--- config.mk ---
export PLATFORM = sky130hd
export DESIGN_NAME = tmr_guard
export DESIGN_NICKNAME = d
export VERILOG_FILES = /design/src/rtl/tmr_pkg.sv /design/src/rtl/tmr_fork.sv /design/src/rtl/tmr_slot.sv /design/src/rtl/tmr_voter.sv /design/src/rtl/tmr_fault_tally.sv /design/src/rtl/tmr_guard.sv
export SDC_FILE = /design/constraint.sdc
export NUM_CORES = 1
export LEC_CHECK = 0
export BUFFER_PORTS_ARGS = -buffer_cell sky130_fd_sc_hd__buf_4
export CORE_MARGIN = 4
export CORE_UTILIZATION = 54
export CTS_CLUSTER_SIZE = 24
export DETAILED_ROUTE_END_ITERATION = 7
export PLACE_DENSITY = 0.85
export SKIP_LAST_GASP = 1
export SYNTH_ARGS = -nofsm -noshare
export SYNTH_HDL_FRONTEND = slang
export SYNTH_SLANG_ARGS = --single-unit
--- constraint.sdc ---
create_clock -name clk -period 2.8 [get_ports clk]
set_input_delay 0.14 -clock clk [delete_from_list [all_inputs] [get_ports clk]]
set_output_delay 0.14 -clock clk [all_outputs]
set_load 0.01 [all_outputs]
--- src/rtl/tmr_pkg.sv ---
package tmr_pkg;

    localparam int unsigned LANES = 3;

    typedef enum logic [1:0] {
        VERDICT_AGREE  = 2'd0,
        VERDICT_SINGLE = 2'd1,
        VERDICT_SPLIT  = 2'd2
    } verdict_e;

    typedef struct packed {
        verdict_e   verdict;
        logic [1:0] odd_idx;
        logic [1:0] pick;
    } vote_t;

    // Classifies a vote from the three pairwise equality results.
    function automatic vote_t classify(input logic eq01, input logic eq02, input logic eq12);
        vote_t v;
        v.verdict = VERDICT_SPLIT;
        v.odd_idx = 2'd0;
        v.pick    = 2'd0;
        if (eq01 && eq02) begin
            v.verdict = VERDICT_AGREE;
        end else if (eq01) begin
            v.verdict = VERDICT_SINGLE;
            v.odd_idx = 2'd2;
        end else if (eq02) begin
            v.verdict = VERDICT_SINGLE;
            v.odd_idx = 2'd1;
        end else if (eq12) begin
            v.verdict = VERDICT_SINGLE;
            v.odd_idx = 2'd0;
            v.pick    = 2'd1;
        end
        return v;
    endfunction

endpackage

--- src/rtl/tmr_fork.sv ---
module tmr_fork #(
    parameter int unsigned DATA_W = 16
) (
    input  logic              clk,
    input  logic              rst,
    input  logic              in_valid,
    output logic              in_ready,
    input  logic [DATA_W-1:0] in_data,
    output logic [2:0]        out_valid,
    input  logic [2:0]        out_ready,
    output logic [DATA_W-1:0] out_data
);
    logic [2:0]        pending_q;
    logic [DATA_W-1:0] token_q;

    assign in_ready  = (pending_q == 3'b000);
    assign out_valid = pending_q;
    assign out_data  = token_q;

    always_ff @(posedge clk) begin
        if (rst) begin
            pending_q <= 3'b000;
            token_q   <= '0;
        end else if (in_valid && in_ready) begin
            pending_q <= 3'b111;
            token_q   <= in_data;
        end else begin
            pending_q <= pending_q & ~out_ready;
        end
    end
endmodule

--- src/rtl/tmr_slot.sv ---
module tmr_slot #(
    parameter int unsigned DATA_W = 16
) (
    input  logic              clk,
    input  logic              rst,
    input  logic              in_valid,
    output logic              in_ready,
    input  logic [DATA_W-1:0] in_data,
    input  logic              block,
    input  logic              release_slot,
    output logic              full,
    output logic [DATA_W-1:0] data
);
    logic              full_q;
    logic [DATA_W-1:0] data_q;

    assign in_ready = !full_q && !block;
    assign full     = full_q;
    assign data     = data_q;

    always_ff @(posedge clk) begin
        if (rst) begin
            full_q <= 1'b0;
            data_q <= '0;
        end else if (release_slot) begin
            full_q <= 1'b0;
        end else if (in_valid && in_ready) begin
            full_q <= 1'b1;
            data_q <= in_data;
        end
    end
endmodule

--- src/rtl/tmr_voter.sv ---
module tmr_voter
    import tmr_pkg::*;
#(
    parameter int unsigned DATA_W = 16
) (
    input  logic                clk,
    input  logic                rst,
    input  logic                hold_on_split,
    input  logic [2:0]          in_valid,
    output logic [2:0]          in_ready,
    input  logic [3*DATA_W-1:0] in_data,
    output logic                out_valid,
    input  logic                out_ready,
    output logic [DATA_W-1:0]   out_data,
    output logic                fault,
    output logic [1:0]          fault_idx,
    output logic                split
);
    logic [2:0]        full;
    logic [DATA_W-1:0] slot_data [LANES];
    logic              decide;
    logic              out_valid_q;
    logic [DATA_W-1:0] out_data_q;
    logic              fault_q;
    logic [1:0]        fault_idx_q;
    logic              split_q;
    vote_t             vote;
    logic [DATA_W-1:0] chosen;

    assign decide = (&full) && !out_valid_q;

    for (genvar i = 0; i < LANES; i++) begin : g_slot
        tmr_slot #(.DATA_W(DATA_W)) slot_i (
            .clk          (clk),
            .rst          (rst),
            .in_valid     (in_valid[i]),
            .in_ready     (in_ready[i]),
            .in_data      (in_data[i*DATA_W +: DATA_W]),
            .block        (out_valid_q),
            .release_slot (decide),
            .full         (full[i]),
            .data         (slot_data[i])
        );
    end

    always_comb begin
        vote = classify(slot_data[0] == slot_data[1],
                        slot_data[0] == slot_data[2],
                        slot_data[1] == slot_data[2]);
        case (vote.pick)
            2'd1:    chosen = slot_data[1];
            2'd2:    chosen = slot_data[2];
            default: chosen = slot_data[0];
        endcase
    end

    always_ff @(posedge clk) begin
        if (rst) begin
            out_valid_q <= 1'b0;
            out_data_q  <= '0;
            fault_q     <= 1'b0;
            fault_idx_q <= 2'd0;
            split_q     <= 1'b0;
        end else begin
            fault_q <= decide && (vote.verdict == VERDICT_SINGLE);
            split_q <= decide && (vote.verdict == VERDICT_SPLIT);
            if (decide && (vote.verdict == VERDICT_SINGLE)) begin
                fault_idx_q <= vote.odd_idx;
            end
            if (decide && !((vote.verdict == VERDICT_SPLIT) && hold_on_split)) begin
                out_valid_q <= 1'b1;
                out_data_q  <= chosen;
            end else if (out_ready) begin
                out_valid_q <= 1'b0;
            end
        end
    end

    assign out_valid = out_valid_q;
    assign out_data  = out_data_q;
    assign fault     = fault_q;
    assign fault_idx = fault_idx_q;
    assign split     = split_q;
endmodule

--- src/rtl/tmr_fault_tally.sv ---
module tmr_fault_tally
    import tmr_pkg::*;
#(
    parameter int unsigned CNT_W = 4
) (
    input  logic                 clk,
    input  logic                 rst,
    input  logic                 hit,
    input  logic [1:0]           hit_idx,
    output logic [3*CNT_W-1:0]   counts
);
    localparam logic [CNT_W-1:0] CNT_MAX = '1;

    for (genvar i = 0; i < LANES; i++) begin : g_cnt
        logic [CNT_W-1:0] cnt_q;
        always_ff @(posedge clk) begin
            if (rst) begin
                cnt_q <= '0;
            end else if (hit && (hit_idx == 2'(i)) && (cnt_q != CNT_MAX)) begin
                cnt_q <= cnt_q + 1'b1;
            end
        end
        assign counts[i*CNT_W +: CNT_W] = cnt_q;
    end
endmodule

--- src/rtl/tmr_guard.sv ---
module tmr_guard #(
    parameter int unsigned DATA_W = 16,
    parameter int unsigned CNT_W  = 4
) (
    input  logic                clk,
    input  logic                rst,
    input  logic                hold_on_split,
    input  logic                src_valid,
    output logic                src_ready,
    input  logic [DATA_W-1:0]   src_data,
    output logic [2:0]          rep_tx_valid,
    input  logic [2:0]          rep_tx_ready,
    output logic [3*DATA_W-1:0] rep_tx_data,
    input  logic [2:0]          rep_rx_valid,
    output logic [2:0]          rep_rx_ready,
    input  logic [3*DATA_W-1:0] rep_rx_data,
    output logic                dst_valid,
    input  logic                dst_ready,
    output logic [DATA_W-1:0]   dst_data,
    output logic                fault_pulse,
    output logic [1:0]          fault_replica,
    output logic                split_pulse,
    output logic [3*CNT_W-1:0]  mism_count
);
    logic [DATA_W-1:0] copy_data;

    tmr_fork #(.DATA_W(DATA_W)) fork_i (
        .clk       (clk),
        .rst       (rst),
        .in_valid  (src_valid),
        .in_ready  (src_ready),
        .in_data   (src_data),
        .out_valid (rep_tx_valid),
        .out_ready (rep_tx_ready),
        .out_data  (copy_data)
    );

    assign rep_tx_data = {3{copy_data}};

    tmr_voter #(.DATA_W(DATA_W)) voter_i (
        .clk           (clk),
        .rst           (rst),
        .hold_on_split (hold_on_split),
        .in_valid      (rep_rx_valid),
        .in_ready      (rep_rx_ready),
        .in_data       (rep_rx_data),
        .out_valid     (dst_valid),
        .out_ready     (dst_ready),
        .out_data      (dst_data),
        .fault         (fault_pulse),
        .fault_idx     (fault_replica),
        .split         (split_pulse)
    );

    tmr_fault_tally #(.CNT_W(CNT_W)) tally_i (
        .clk     (clk),
        .rst     (rst),
        .hit     (fault_pulse),
        .hit_idx (fault_replica),
        .counts  (mism_count)
    );
endmodule

==> flow_summary.toml <==
[outcome]
status = "completed"

[yosys]
synth_commonest_cells = "nand2_1 (134), dfxtp_1 (103), a21oi_1 (71), xor2_1 (52), buf_4 (35)"
netlist_area_um2 = 4700
synth.distinct_cells = 38
yosys.cell_count.top_type = "nand2_1"
synth_area_leaders = "dfxtp_1 (44%), nand2_1 (11%), xor2_1 (9.7%)"
ys_async_sr_fraction = 0
syn-num-nets = 656
synthDominantCellAreaShare = 0.438
syn_avg_cell_area_um2 = 8.14
ys_seq_area_frac = 0.438
synth-warning-count = 0
synth-seq-cells = 103
synth_ff_type = "dfxtp_1"
synth_area_leader_cell = "dfxtp_1"
synth_edf_count = 0
syn_inst = 578

[clocking]
clock_tree.root_cell = "clkbuf_8"
cts_tree = "built"
cts.sinks = 103
cts_hold_buffers = 3
clk_latency_ns = 0.37
clk_path_buf_depth = 2
post_cts_resized = 0
cts_setup_buffers = 0
ctsHtreeMaxLevel = 3
clk_pin_slew_ns = 0.11
numCtsBuffers = 9

[pwr]
cellPowerDensity_nw_per_um2 = 547
p_switching_uw = 932
p_int_uw = 2320
swShare = 0.286
vdd_drop_max_v = 0.000335
p_comb_frac = 0.175
leakage_uw = 0.00272
pwr-share-clk = 0.321
p_seq_frac = 0.504

[min_path]
worstHoldStart = "rep_rx_data[1]"
hold_class = "primary input to flop"
whs_path_depth = 3

[grt]
grt_antenna_before_repair = 0
grt_usage = 0.256
grt-ovfl-total = 0
grt_pass1_vias = 4162
grt_max_degree = 49
grt_first_pass_wirelength_um = 20800

[timing]
tightest_slew_ns = 0.698
max_clock_freq_mhz = 428
relSlewSlack = 0.535
fin_worst_skew_ns = 0.0186
rsz0062_at_grt = "no"
final_hold_viol_count = 0
period_share = 0.835
timing.setup.tns_ns = 0
setup_viol = 0
fin_crit_ns = 2.34
report.final.slew_viol_count = 0

[drt]
drc = 0
route.antenna.remaining_nets = 0
drt-vias-per-instance = 5.46
vias = 4383
avgRoutedWirePerCell_um = 16.8
wl_um = 13500
drtPass1Iterations = 5
drt_iter0_drc = 275

[placement]
place_hpwl_um = 10100
gp_congestion = 0.913
placed_area_um2 = 5690
io_buffers = 162

[floorplan]
start_util = 0.564
coreArea_um2 = 8340
std_cell_rows = 33
die_w_um = 101
ios = 163
die_y_um = 101
die-area_um2 = 10300

[worst_setup_path]
cp.arrival_ns = 2.58
rr_worst_depth = 5
critPathLaunchType = "flop"
path_max_fanout = 17
cp-end-kind = "flop"
crit_required_ns = 3.05
path_class = "flop to flop"
crit_start = "voter_i.g_slot[0].slot_i.data[6]$_SDFFE_PP0P_"
reg2reg_from = "voter_i.g_slot[0].slot_i.data[6]$_SDFFE_PP0P_"

[final_layout]
syn2layout_area_growth_pct = 26.5
final_area_um2 = 5950
nets = 771
layout-drive-gt1-share = 0.271
diodes = 0

[job]
maxCapViolations = 0
power by group through the flow:
| stage | sequential [uW] | clock [uW] | combinational (uW) |
|---|---|---|---|
| floorplan | 1650 | 0 | 350 |
| global placement | 1670 | 0 | 557 |
| detailed placement | 1670 | 0 | 561 |
| CTS | 1640 | 1050 | 568 |
| global route | 1650 | 1110 | 623 |
| finish | 1640 | 1040 | 570 |
per-stage QoR:
stage	setup WS [ns]	instances	total power [uW]	util	hold WS, ns
floorplan	1.08	578	2000	-	0.276
finish	0.461	803	3250	0.713	0.00690
detailed placement	0.580	783	2230	0.682	0.397
CTS	0.540	802	3260	0.712	0.000896
global placement	0.605	783	2220	0.682	0.387
global route	0.227	803	3380	0.713	0.000240
final timing paths:
check / to / slack, ns
max: voter_i.fault$_SDFF_PP0_ / 0.46
min: voter_i.g_slot[0].slot_i.data[1]$_SDFFE_PP0P_ / 0.007
max reg2reg: voter_i.fault$_SDFF_PP0_ / 0.46
min reg2reg: fork_i.out_valid[2]$_SDFF_PP0_ / 0.49
critical path, cell delays in order (launching register included):
cell and delay, ns:
dfxtp_1 0.52, xor2_1 0.12, nor4_1 0.38, and4_1 0.63, nor2_1 0.16, a2111oi_0 0.39
logic make-up after synthesis:
kind of cell | Yosys count | share of synthesized area
adder cells (fa/ha/maj) | 3 | 0.00798
multiplexers | 3 | 0.00638
AND/OR/NAND/NOR | 208 | 0.200
buffers and inverters | 73 | 0.0904
XOR/XNOR | 53 | 0.0987
AO/OA/AOI/OAI | 135 | 0.159
flip-flops | 103 | 0.438
routing by layer:
| metal | routed length, um | up-vias | GRT usage | share of wire |
|---|---|---|---|---|
| met2 | 6590 | 162 | 0.430 | 0.49 |
| met4 | 157 | 0 | 0.0603 | 0.012 |
| li1 | - | 2146 | - | - |
| met1 | 5800 | 2061 | 0.337 | 0.43 |
| met3 | 920 | 14 | 0.0558 | 0.068 |
| met5 | 0 | - | 0 | 0 |
sequential cells by signal, indices dropped and copies added, names as in the netlist:
name and count:
voter_i.fault 1, voter_i.g_slot.slot_i.data 48, voter_i.fault_idx 2, fork_i.out_data 16, voter_i.g_slot.slot_i.full 3, voter_i.out_data 16
fork_i.out_valid 3, voter_i.split 1, tally_i.g_cnt.cnt_q 12, voter_i.out_valid 1
cells in the final DEF, fill, tap and decap left out, drive strengths merged, types with 4 or more instances in the layout:
| cell type | instances |
|---|---|
| buf | 167 |
| nand2 | 134 |
| dfxtp | 103 |
| a21oi | 71 |
| xor2 | 52 |
| o21ai | 35 |
| nand3 | 22 |
| a31oi | 18 |
| nor2 | 16 |
| nor4 | 12 |
| clkbuf | 9 |
| inv | 9 |
| and2 | 5 |
| nand2b | 4 |
| dlygate4sd3 | 4 |
| nand4 | 4 |
cell type report:
class	instances	area [um2]
clock buffer	9	124
clock inverter	7	100
fill	688	2390
inverter	6	22.5
multi-input combinational	402	2220
sequential	103	2060
tap	105	131
timing repair buffer	171	1290
Note: power is estimated with default switching activity, not from simulation.
